File: config.mk
export PLATFORM = sky130hd
export DESIGN_NAME = hw_semaphore_bank
export DESIGN_NICKNAME = d
export VERILOG_FILES = /design/src/rtl/hw_semaphore_bank.sv
export SDC_FILE = /design/constraint.sdc
export NUM_CORES = 1
export LEC_CHECK = 0
export BUFFER_PORTS_ARGS = -buffer_cell sky130_fd_sc_hd__buf_2
export CAP_MARGIN = 20
export CORE_ASPECT_RATIO = 0.75
export CORE_MARGIN = 1
export CORE_UTILIZATION = 30
export CTS_CLUSTER_SIZE = 28
export DETAILED_ROUTE_END_ITERATION = 12
export PLACE_DENSITY = 0.68
export SETUP_SLACK_MARGIN = 0.4
export SYNTH_ARGS = -nofsm -noshare
export SYNTH_HDL_FRONTEND = slang
export SYNTH_SLANG_ARGS = --single-unit
File: constraint.sdc
create_clock -name clk -period 2 [get_ports clk]
set_clock_uncertainty 0.05 [all_clocks]
set_input_delay 0.4 -clock clk [delete_from_list [all_inputs] [get_ports clk]]
set_output_delay 0.4 -clock clk [all_outputs]
set_load 0.02 [all_outputs]
File: src/rtl/hw_semaphore_bank.sv
module hw_semaphore_bank #(
  parameter int unsigned NUM_LOCKS = 32,
  parameter int unsigned ADDR_W    = 12
) (
  input  logic                 clk,
  input  logic                 rst_n,
  input  logic [ADDR_W-1:0]    bus_addr,
  input  logic                 bus_rd,
  input  logic                 bus_wr,
  input  logic [31:0]          bus_wdata,
  output logic [31:0]          bus_rdata,
  output logic [NUM_LOCKS-1:0] lock_taken
);

  localparam int unsigned IDX_W = $clog2(NUM_LOCKS);
  localparam logic [ADDR_W-1:0] LOCK_BASE = ADDR_W'(12'h800);
  localparam logic [ADDR_W-1:0] LOCK_END  = ADDR_W'(12'h800 + 4 * NUM_LOCKS);
  localparam logic [ADDR_W-1:0] STAT_ADDR = ADDR_W'(12'h014);
  localparam logic [31:0] STAT_WORD = 32'(NUM_LOCKS / 32) << 24;

  logic [NUM_LOCKS-1:0] flags_q, rel_vec, acq_vec, after_rel;
  logic [ADDR_W-1:0]    offs;
  logic [IDX_W-1:0]     idx;
  logic                 lock_hit, stat_hit, rd_bit;
  logic [31:0]          rdata_q, rdata_d;

  assign offs     = bus_addr - LOCK_BASE;
  assign idx      = offs[IDX_W+1:2];
  assign lock_hit = (bus_addr[1:0] == 2'b00) && (bus_addr >= LOCK_BASE) && (bus_addr < LOCK_END);
  assign stat_hit = (bus_addr == STAT_ADDR);

  assign rel_vec   = (bus_wr && lock_hit && bus_wdata == 32'd0) ? (NUM_LOCKS'(1) << idx) : '0;
  assign acq_vec   = (bus_rd && lock_hit) ? (NUM_LOCKS'(1) << idx) : '0;
  assign after_rel = flags_q & ~rel_vec;
  assign rd_bit    = after_rel[idx];

  always_comb begin
    rdata_d = 32'd0;
    if (bus_rd) begin
      if (lock_hit)      rdata_d = {31'd0, rd_bit};
      else if (stat_hit) rdata_d = STAT_WORD;
    end
  end

  always_ff @(posedge clk) begin
    if (!rst_n) begin
      flags_q <= '0;
      rdata_q <= 32'd0;
    end else begin
      flags_q <= after_rel | acq_vec;
      rdata_q <= rdata_d;
    end
  end

  assign lock_taken = flags_q;
  assign bus_rdata  = rdata_q;

  a_r1_free_read_claims: assert property (@(posedge clk) disable iff (!rst_n)
    (bus_rd && lock_hit && !lock_taken[idx]) |=> (bus_rdata == 32'd0 && lock_taken[$past(idx)]));

  a_r2_busy_read_holds: assert property (@(posedge clk) disable iff (!rst_n)
    (bus_rd && lock_hit && lock_taken[idx] && !(bus_wr && bus_wdata == 32'd0))
      |=> (bus_rdata == 32'd1 && lock_taken[$past(idx)]));

  a_r3_zero_write_frees: assert property (@(posedge clk) disable iff (!rst_n)
    (bus_wr && !bus_rd && lock_hit && bus_wdata == 32'd0) |=> !lock_taken[$past(idx)]);

  a_r4_nonzero_write_inert: assert property (@(posedge clk) disable iff (!rst_n)
    (bus_wr && !bus_rd && bus_wdata != 32'd0) |=> $stable(lock_taken));

  a_r7_release_then_claim: assert property (@(posedge clk) disable iff (!rst_n)
    (bus_rd && bus_wr && lock_hit && bus_wdata == 32'd0) |=> (bus_rdata == 32'd0 && lock_taken[$past(idx)]));

  a_r9_unmapped_quiet: assert property (@(posedge clk) disable iff (!rst_n)
    ((bus_rd || bus_wr) && !lock_hit && !stat_hit) |=> (bus_rdata == 32'd0 && $stable(lock_taken)));

  a_r9_idle_rdata_zero: assert property (@(posedge clk) disable iff (!rst_n)
    !bus_rd |=> bus_rdata == 32'd0);

  a_r6_status_onehot: assert property (@(posedge clk) disable iff (!rst_n)
    (bus_rd && stat_hit) |=> ($onehot0(bus_rdata[27:24]) && bus_rdata[27:24] != 4'd0 && bus_rdata[23:0] == 24'd0));

endmodule

==> results.ini, run 1 <==
[synth]
synth_cell_types=44
synth_flop_cell=dfxtp_1
synth_edf_count=0
syn_inst=280
ys_warn_count=0
syn_area_per_cell_um2=7.87
ys_ff_latch=34
yosys-top-cells-area=dfxtp_1 31%, buf_4 11%, a21boi_1 11%
yosys.area.top_type_share_pct=30.9
synth_top_cell_by_area=dfxtp_1
ys_async_sr_fraction_pct=0
synthesis.area_mm2=0.00220
ys_seq_area_share_pct=30.9

[worst_setup_path]
reg2reg_depth=5
crit_type=flop to flop
arrival_ps=1770
r2r-start=lock_taken[0]$_SDFF_PN0_
cp-end-kind=flop
cp.required_ps=2170
timing.rr.end=bus_rdata[0]$_SDFF_PN0_
worstSetupStartpoint=lock_taken[0]$_SDFF_PN0_
cp-start-kind=flop
cp_max_fo=3
regToRegSetupSlack_ps=400
crit_end=bus_rdata[0]$_SDFF_PN0_

[layout]
diodes=0
layout_common_cells=80 x buf_2, 43 x nand2_1, 31 x a21boi_1, 31 x dfxtp_1, 30 x conb_1
fillCellCount=746
final_common_cell=buf_2
stdcell_count=459
syn_to_final_growth_pct=28.3
drive_above_1_share_pct=33.8
num-nets-final=408

[clock_network]
cts_num_sinks=34
clock_latency_ps=290
cts_tree=done
cts_made_buffers=5
clk_path_buf_depth=2
cts_root_buffer=clkbuf_8
cts-htree-levels=2
clk_pin_slew_worst_paths_ps=70
cts_hold_buf=0
cts_setup_buffers=0

[sta]
drv_slew=0
final.period_utilization_pct=79.8
finalSetupTns_ps=0
whs_ps=373
finalHoldViolations=0
fin_crit_ps=1600
clock.fmax_mhz=627
rsz0062_at_grt=true
setup_viol=0

[drt]
drc=0
postRouteAntennaNets=0
dr_total_vias=2299
routed_wl_um=6830
drtIter0Drc=207
routedWlPerCell_um=14.9
first_pass_iters=4
vias_per_cell=5.01

[floorplan]
rows=26
io_pins=112
die_area_mm2=0.00770
die_w_um=101
initial_core_util_pct=31.7
core_area_mm2=0.00696
die_y_um=76.2

[job]
cap_violations=0

[global_routing]
track_usage_pct=17.9
overflow=0
grt_max_degree=34
grt_first_pass_wirelength_um=10900
antenna_found_initial=0
grt_pass1_vias=2120

[power]
power_density_mw_per_mm2=536
power_uw=1520
peakVddDrop_mv=0.202
p_leak_uw=0.00122

[place]
place_congestion=0.919
post-place-cells=451
port-buffer-count=81
place_hpwl_um=5040

[min_path]
worst_hold_path_type=primary input to flop

[outcome]
status=complete, no violations

-- per-layer routing --
layer,vias up,share of wire [%],GRT usage [%]
met5,-,0,0
met4,0,0.61,3.19
met3,6,7.9,5.14
met2,103,44,25.2
met1,1091,48,27.0
li1,1099,-,-
-- metrics by stage --
stage               utilization (%)  setup slack (ps)  cell area [um^2]
finish                         40.6               404              2830
global route                   40.6               331              2830
CTS                            39.6               401              2760
detailed placement             38.0              90.5              2650
global placement               38.0              74.3              2650
floorplan                         -               300              2330
-- worst max-delay path: stages (launching register included) --
cell	delay, ps
dfxtp_2	380
mux4_2	250
nor2b_2	170
a2111oi_2	50
or4b_1	520
a21oi_1	120
-- cells by family after synthesis --
family / Yosys count / synth area share (%)
flip-flops: 34 / 30.9
other: 1 / 0.170
buffers and inverters: 50 / 15.0
AND/OR/NAND/NOR: 111 / 25.3
multiplexers: 10 / 7.21
AO/OA/AOI/OAI: 74 / 21.5
-- layout make-up --
type | count | area (um^2) | area share [%]
Timing Repair Buffer | 93 | 543 | 19.2
Multi-Input combinational cell | 225 | 1360 | 48.2
Sequential cell | 34 | 684 | 24.2
Inverter | 1 | 3.75 | 0.133
Clock buffer | 8 | 110 | 3.89
Tap cell | 98 | 123 | 4.34
-- registers in the layout, indices dropped and copies added, names as in the netlist --
register,flops
bus_rdata,2
lock_taken,32
-- where the power goes --
part / switching, uW / total (uW) / internal [uW]
Sequential: 0.121 / 677 / 677
Clock: 252 / 600 / 348
Combinational: 154 / 239 / 85.4
Total: 406 / 1520 / 1110
-- Yosys cell counts (2+ instances only) --
cell and number:
o21ai_0 12, dfxtp_1 34, a21boi_1 31, nor2b_1 6, and4_1 3, o21ai_1 20, mux4_2 2, clkbuf_1 5
a21oi_1 2, nand4_1 4, nor2_1 17, nand3_1 11, nor3_1 6, nor4_1 8, mux4_1 2, buf_4 33
mux2i_1 5, buf_2 9, nand2b_1 3, nand2_1 43
-- how the worst min path moves through the flow --
stage	startpoint	end	slack, ps	cells after the start
after floorplan	bus_addr[11]	bus_rdata[24]$_SDFF_PP0_	430	1
after global placement	lock_taken[6]$_SDFF_PN0_	lock_taken[6]$_SDFF_PN0_	430	2
after detailed placement	lock_taken[6]$_SDFF_PN0_	lock_taken[6]$_SDFF_PN0_	440	2
after CTS	bus_rd	bus_rdata[24]$_SDFF_PP0_	370	3
after global routing	bus_rd	bus_rdata[24]$_SDFF_PP0_	370	3
final	bus_rd	bus_rdata[24]$_SDFF_PP0_	370	3
-- timing repair --
item,CTS,global route
pin swaps,0,1
gates resized for setup,1,25
setup endpoints to repair,1,33
Note: power is estimated with default switching activity, not from simulation.
==> run 2, diff against run 1 <==
==> constraint.sdc (replaced) <==
create_clock -name clk -period 1.5 [get_ports clk]
set_clock_uncertainty 0.05 [all_clocks]
set_input_delay 0.3 -clock clk [delete_from_list [all_inputs] [get_ports clk]]
set_output_delay 0.3 -clock clk [all_outputs]
set_load 0.02 [all_outputs]
==> run 2 against run 1 <==
  * The run now ends with setup timing left
  * Flip-flop and latch count is the same
  * Die area did not move
  * Count of clock-buffer cells in the layout decreased by 1
  * Worst setup slack lost 480 ps
  * Cell count up 10%
  * Fmax increased by 1.3%
  * Worst hold slack got worse by 130 ps
  * Via count increased by 7.3%
  * Wire length up 8.7%
  * Register-to-register slack worse by 480 ps
  * Critical path depth did not move
  * Global-route usage is 1.6 points higher
  * Critical endpoint unchanged
==> results.ini, run 2 (synthesis results as in run 1) <==
[clock_network]
cts_tree=done  ; unchanged
cts_hold_buf=0  ; unchanged
cts_root_buffer=clkbuf_8  ; unchanged
cts_made_buffers=5  ; unchanged
clock_latency_ps=280  ; was 290 ps
clk_path_buf_depth=2  ; unchanged
cts_num_sinks=34  ; unchanged
clk_pin_slew_worst_paths_ps=70  ; about the same
cts-htree-levels=2  ; unchanged

[layout]
largest_reg_flops=32  ; unchanged
drive_above_1_share_pct=56.4  ; was 33.8%
layout_common_cells=54 x buf_6, 43 x nand2_1, 43 x buf_2, 38 x buf_4, 32 x a21boi_1  ; was 80 x buf_2, 43 x nand2_1, 31 x a21boi_1, 31 x dfxtp_1, 30 x conb_1
diodes=0  ; unchanged
finalInstanceArea_mm2=0.00371  ; was 0.00283 mm^2
final_common_cell=buf_6  ; was buf_2
fillCellCount=630  ; was 746
syn_to_final_growth_pct=68.4  ; was 28.3%
num-nets-final=456  ; was 408

[sta]
finalHoldViolations=0  ; unchanged
finalSetupTns_ps=-75.4  ; was 0 ps
setup_ws_ps=-75.4  ; was 404 ps
final.period_utilization_pct=105  ; was 79.8%
clock.fmax_mhz=635  ; was 627 MHz
fin_crit_ps=1580  ; was 1600 ps
drv_slew=0  ; unchanged
rsz0062_at_grt=true  ; unchanged
setup_viol=1  ; was 0

[min_path]
min_path_cells=3  ; unchanged
holdPathEnd=bus_rdata[24]$_SDFF_PP0_  ; unchanged
hold_start=bus_rd  ; unchanged
worst_hold_path_type=primary input to flop  ; unchanged

[place]
place_congestion=0.906  ; was 0.919
placed_area_mm2=0.00283  ; was 0.00265 mm^2
place_hpwl_um=5210  ; was 5040 um
port-buffer-count=81  ; unchanged

[power]
p_sw_share_pct=28.3  ; was 26.8%
p_seq_share_pct=47.3  ; was 44.7%
p_leak_uw=0.00153  ; was 0.00122 uW
p_comb_share_pct=19.3  ; was 15.8%
netSwitchingPower_uw=531  ; was 406 uW
peakVddDrop_mv=0.283  ; was 0.202 mV
power_density_mw_per_mm2=507  ; was 536 mW/mm^2
power_frac_clock_pct=33.4  ; was 39.6%
p_int_uw=1350  ; was 1110 uW

[worst_setup_path]
cp_top_family=multiplexers  ; was simple AND/OR/NAND/NOR gates
cp-start-kind=flop  ; unchanged
arrival_ps=1690  ; was 1770 ps
worstSetupStartpoint=lock_taken[2]$_SDFF_PN0_  ; was lock_taken[0]$_SDFF_PN0_
slowest_delay_ps=450  ; was 520 ps
r2r-start=lock_taken[2]$_SDFF_PN0_  ; was lock_taken[0]$_SDFF_PN0_
crit_buf_inv=0  ; unchanged
cp-end-kind=flop  ; unchanged
slowest_stage=mux4_2  ; was or4b_1
regToRegSetupSlack_ps=-80  ; was 400 ps
cp_max_fo=2  ; was 3
crit_type=flop to flop  ; unchanged
reg2reg_depth=5  ; unchanged
timing.rr.end=bus_rdata[0]$_SDFF_PN0_  ; unchanged
path_cells=mux4_2 -> nor2b_1 -> a2111oi_0 -> or4b_1 -> a21oi_1  ; was mux4_2 -> nor2b_2 -> a2111oi_2 -> or4b_1 -> a21oi_1
cp.required_ps=1610  ; was 2170 ps

[drt]
routedWlPerCell_um=14.7  ; was 14.9 um
drc=0  ; unchanged
first_pass_iters=4  ; unchanged
postRouteAntennaNets=0  ; unchanged
dr_total_vias=2466  ; was 2299
vias_per_cell=4.87  ; was 5.01
routed_wl_um=7430  ; was 6830 um
drtIter0Drc=190  ; was 207

[global_routing]
use_met3_pct=5.23  ; was 5.14%
grt_pass1_vias=2400  ; was 2120
overflow=0  ; unchanged
busiest_layer=met2  ; was met1
grt_max_degree=34  ; unchanged
grt_first_pass_wirelength_um=11800  ; was 10900 um
track_usage_pct=19.5  ; was 17.9%
grtUsageMet2_pct=32.4  ; was 25.2%
met1_usage_pct=25.6  ; was 27.0%
antenna_found_initial=0  ; unchanged

[floorplan]
die_area_mm2=0.00770  ; unchanged
die_w_um=101  ; unchanged
rows=26  ; unchanged
initial_core_util_pct=31.7  ; unchanged
core_area_mm2=0.00696  ; unchanged
io_pins=112  ; unchanged
die_y_um=76.2  ; unchanged

[outcome]
violations=setup timing
status=finished with violations  ; was complete, no violations

[job]
cap_violations=0  ; unchanged

==> run 2: cell count changes in the layout (fill, tap and decap cells not counted), sizes merged <==
cell,before,now
buf,92,141
clkbuf,9,7
==> run 2: area by class of cell <==
cell class / count / area (um^2) / share of cell area, %
inverters: 1 / 3.75 / 0.101
well taps: 98 / 123 / 3.30
flip-flops and latches: 34 / 738 / 19.9
multi-input cells: 225 / 1540 / 41.4
clock buffers: 7 / 76.3 / 2.06
repair buffers: 141 / 1240 / 33.3
==> run 2: repair_timing <==
action | 4_1_cts | 5_1_grt
pin swaps | 19 | 15
endpoints found under the setup margin | 66 | 68
gates cloned | 1 | 0
setup buffers | 16 | 9
gates resized for setup | 157 | 25
==> run 2: tightest hold or removal path, delay by kind of cell <==
| family | cells | cell delay (ps) |
|---|---|---|
| AND/OR/NAND/NOR | 2 | 90 |
| buffers and inverters | 1 | 130 |
==> run 2: worst max path at each step <==
| stage | end | slack, ps | depth (start not counted) |
|---|---|---|---|
| after floorplan | bus_rdata[0]$_SDFF_PN0_ | -100 | 6 |
| after global placement | bus_rdata[0]$_SDFF_PN0_ | -330 | 7 |
| after detailed placement | bus_rdata[0]$_SDFF_PN0_ | -400 | 7 |
| after CTS | bus_rdata[0]$_SDFF_PN0_ | -9 | 5 |
| after global routing | bus_rdata[0]$_SDFF_PN0_ | -120 | 5 |
| final | bus_rdata[0]$_SDFF_PN0_ | -80 | 5 |
==> run 2: per-stage QoR <==
step	hold slack, ps	std cells	power [uW]	setup slack, ps	util [%]
2_1_floorplan	327	309	1180	-99.7	-
3_3_place_gp	431	473	1240	-335	40.6
3_5_place_dp	439	473	1250	-399	40.6
4_1_cts	265	497	1870	-9.03	50.7
5_1_grt	252	506	1970	-117	53.3
6_report	239	506	1880	-75.4	53.3
==> run 2: per-layer routing <==
| metal | up-vias | wire [um] |
|---|---|---|
| met4 | 0 | 27 |
| li1 | 1199 | - |
| met3 | 4 | 474 |
| met5 | - | 0 |
| met2 | 84 | 3680 |
| met1 | 1179 | 3250 |
==> run 2: power groups by stage <==
stage | logic, uW | registers [uW] | clock network, uW
finish | 362 | 890 | 629
global route | 394 | 889 | 682
detailed placement | 324 | 923 | 0
floorplan | 252 | 923 | 0
CTS | 338 | 897 | 630
global placement | 318 | 923 | 0
==> run 3, diff against run 2 <==
--- a/config.mk
+++ b/config.mk
@@ -6,9 +6,9 @@
 export NUM_CORES = 1
 export LEC_CHECK = 0
 export BUFFER_PORTS_ARGS = -buffer_cell sky130_fd_sc_hd__buf_2
-export CAP_MARGIN = 20
+export CAP_MARGIN = 10
 export CORE_ASPECT_RATIO = 0.75
-export CORE_MARGIN = 1
+export CORE_MARGIN = 2
 export CORE_UTILIZATION = 30
 export CTS_CLUSTER_SIZE = 28
 export DETAILED_ROUTE_END_ITERATION = 12
==> run 3 against run 2 <==
  * The flow still finishes with violations (setup timing)
  * Fmax is 3.0% higher
  * Design area is 4.2% higher
  * Count of clock-buffer cells in the layout stayed put
  * Non-clock buffer count is 1 higher
  * Critical path depth stayed put
  * Cell count is 0.79% higher
  * First-iteration DRC count is 27% lower
  * Worst setup slack better by 45 ps
  * Sequential share of layout area is 0.94 points lower
  * Sequential power hardly changed
  * Power is 2.6% higher
  * Critical path type unchanged
  * Critical endpoint unchanged
  * Largest power group unchanged
  * Highest routed layer unchanged
==> results.ini, run 3 (synthesis results as in run 1) <==
[min_path]
holdPathEnd=bus_rdata[24]$_SDFF_PP0_  ; unchanged
worst_hold_path_type=primary input to flop  ; unchanged
min_path_cells=3  ; unchanged
hold_start=bus_rd  ; unchanged

[floorplan]
die_y_um=78.2  ; was 76.2 um
io_pins=112  ; unchanged
rows=27  ; was 26
initial_core_util_pct=30.5  ; was 31.7%
die_w_um=103  ; was 101 um
die_area_mm2=0.00806  ; was 0.00770 mm^2
core_area_mm2=0.00723  ; was 0.00696 mm^2

[sta]
final.period_utilization_pct=102  ; was 105%
setup_viol=1  ; unchanged
whs_ps=263  ; was 239 ps
rsz0062_at_grt=true  ; unchanged
fin_crit_ps=1530  ; was 1580 ps
drv_slew=0  ; unchanged
setup_ws_ps=-30.2  ; was -75.4 ps
clock.fmax_mhz=653  ; was 635 MHz
finalHoldViolations=0  ; unchanged

[layout]
layout_common_cells=50 x buf_6, 44 x buf_2, 40 x buf_4, 30 x conb_1, 27 x dfxtp_2  ; was 54 x buf_6, 43 x nand2_1, 43 x buf_2, 38 x buf_4, 32 x a21boi_1
diodes=0  ; unchanged
seq_area_um2=733  ; was 738 um^2
multi_input_area_mm2=0.00169  ; was 0.00154 mm^2
fillCellCount=632  ; was 630
stdcell_count=510  ; was 506
num-nets-final=457  ; was 456
fin_util_pct=53.5  ; was 53.3%
final_common_cell=buf_6  ; unchanged
syn_to_final_growth_pct=75.6  ; was 68.4%
drive_above_1_share_pct=63.1  ; was 56.4%
largest_reg_flops=32  ; unchanged

[worst_setup_path]
cp.required_ps=1670  ; was 1610 ps
timing.rr.end=bus_rdata[0]$_SDFF_PN0_  ; unchanged
cp-start-kind=flop  ; unchanged
regToRegSetupSlack_ps=-30  ; was -80 ps
cp_max_fo=2  ; unchanged
r2r-start=lock_taken[2]$_SDFF_PN0_  ; unchanged
reg2reg_depth=5  ; unchanged
cp-end-kind=flop  ; unchanged
crit_type=flop to flop  ; unchanged
arrival_ps=1710  ; was 1690 ps

[global_routing]
antenna_found_initial=0  ; unchanged
track_usage_pct=18.7  ; was 19.5%
overflow=0  ; unchanged
grt_max_degree=34  ; unchanged
grt_pass1_vias=2438  ; was 2400
grt_first_pass_wirelength_um=11900  ; was 11800 um

[power]
peakVddDrop_mv=0.241  ; was 0.283 mV
power_uw=1930  ; was 1880 uW
power_density_mw_per_mm2=499  ; was 507 mW/mm^2
p_leak_uw=0.00168  ; was 0.00153 uW

[place]
port-buffer-count=81  ; unchanged
place_hpwl_um=5270  ; was 5210 um
post-place-cells=483  ; was 473
place_congestion=0.922  ; was 0.906
dpl_worst_slack_ps=-404  ; was -399 ps

[clock_network]
cts_made_buffers=5  ; unchanged
cts-htree-levels=2  ; unchanged
cts_num_sinks=34  ; unchanged
clock_latency_ps=290  ; was 280 ps
cts_hold_buf=0  ; unchanged
clk_pin_slew_worst_paths_ps=70  ; about the same
cts_tree=done  ; unchanged
cts_root_buffer=clkbuf_8  ; unchanged
clk_path_buf_depth=2  ; unchanged

[drt]
postRouteAntennaNets=0  ; unchanged
vias_per_cell=4.93  ; was 4.87
first_pass_iters=4  ; unchanged
drtIter0Drc=139  ; was 190
dr_total_vias=2513  ; was 2466
routedWlPerCell_um=15.5  ; was 14.7 um
routed_wl_um=7910  ; was 7430 um
drc=0  ; unchanged

[outcome]
violations=setup timing  ; unchanged
status=finished with violations  ; unchanged

[job]
cap_violations=0  ; unchanged

[run 3: cell count changes in the layout (fill, tap and decap cells not counted), moves of 8 or more]
cell | before | now
nand2_1 | 43 | 20
o21ai_2 | 27 | 14
nand2_2 | 0 | 15
o21ai_1 | 3 | 15
nand2_4 | 0 | 8
[run 3: what timing repair did]
item | CTS | global route
setup endpoints to repair | 67 | 68
pin swaps | 25 | 22
gates resized for setup | 171 | 52
gates cloned | 1 | 1
buffers inserted | 12 | 6
[run 3: report_power, final]
group	leakage (uW)	internal (uW)	switching, uW
Clock	0.0000383	319	325
Sequential	0.000292	893	0.183
Combinational	0.00135	154	238
Total	0.00168	1370	564
[run 3: worst max-delay path by stage]
| stage | from | to | depth (start not counted) |
|---|---|---|---|
| global placement | bus_addr[3] | bus_rdata[0]$_SDFF_PN0_ | 5 |
| CTS | lock_taken[11]$_SDFF_PN0_ | bus_rdata[0]$_SDFF_PN0_ | 4 |
| detailed placement | bus_addr[3] | bus_rdata[0]$_SDFF_PN0_ | 5 |
| floorplan | bus_addr[2] | bus_rdata[0]$_SDFF_PN0_ | 6 |
| finish | lock_taken[2]$_SDFF_PN0_ | bus_rdata[0]$_SDFF_PN0_ | 5 |
| global route | lock_taken[2]$_SDFF_PN0_ | bus_rdata[0]$_SDFF_PN0_ | 5 |
[run 3: layout make-up]
cell class / count / area share (%)
multi-input combinational: 225 / 43.6
timing repair buffer: 142 / 32.1
sequential: 34 / 18.9
tap: 101 / 3.26
clock buffer: 7 / 1.97
inverter: 1 / 0.0970
[run 3: worst max-delay path, stage by stage, from the launching register on]
cell and delay (ps):
dfxtp_2 340, mux4_2 240, nor2b_4 160, a2111oi_4 40, or4b_1 510, a21oi_1 130
[run 3: layer usage]
metal,part of all wire [%],track usage [%]
met3,5.6,3.92
met2,49,30.0
met1,43,25.1
met5,0,0
met4,1.6,5.66
[run 3: through the flow]
step,setup TNS [ps],cell area (um^2)
floorplan,-795,2370
finish,-30.2,3870
detailed placement,-7370,2880
global route,-115,3870
CTS,-10.6,3590
global placement,-5880,2880
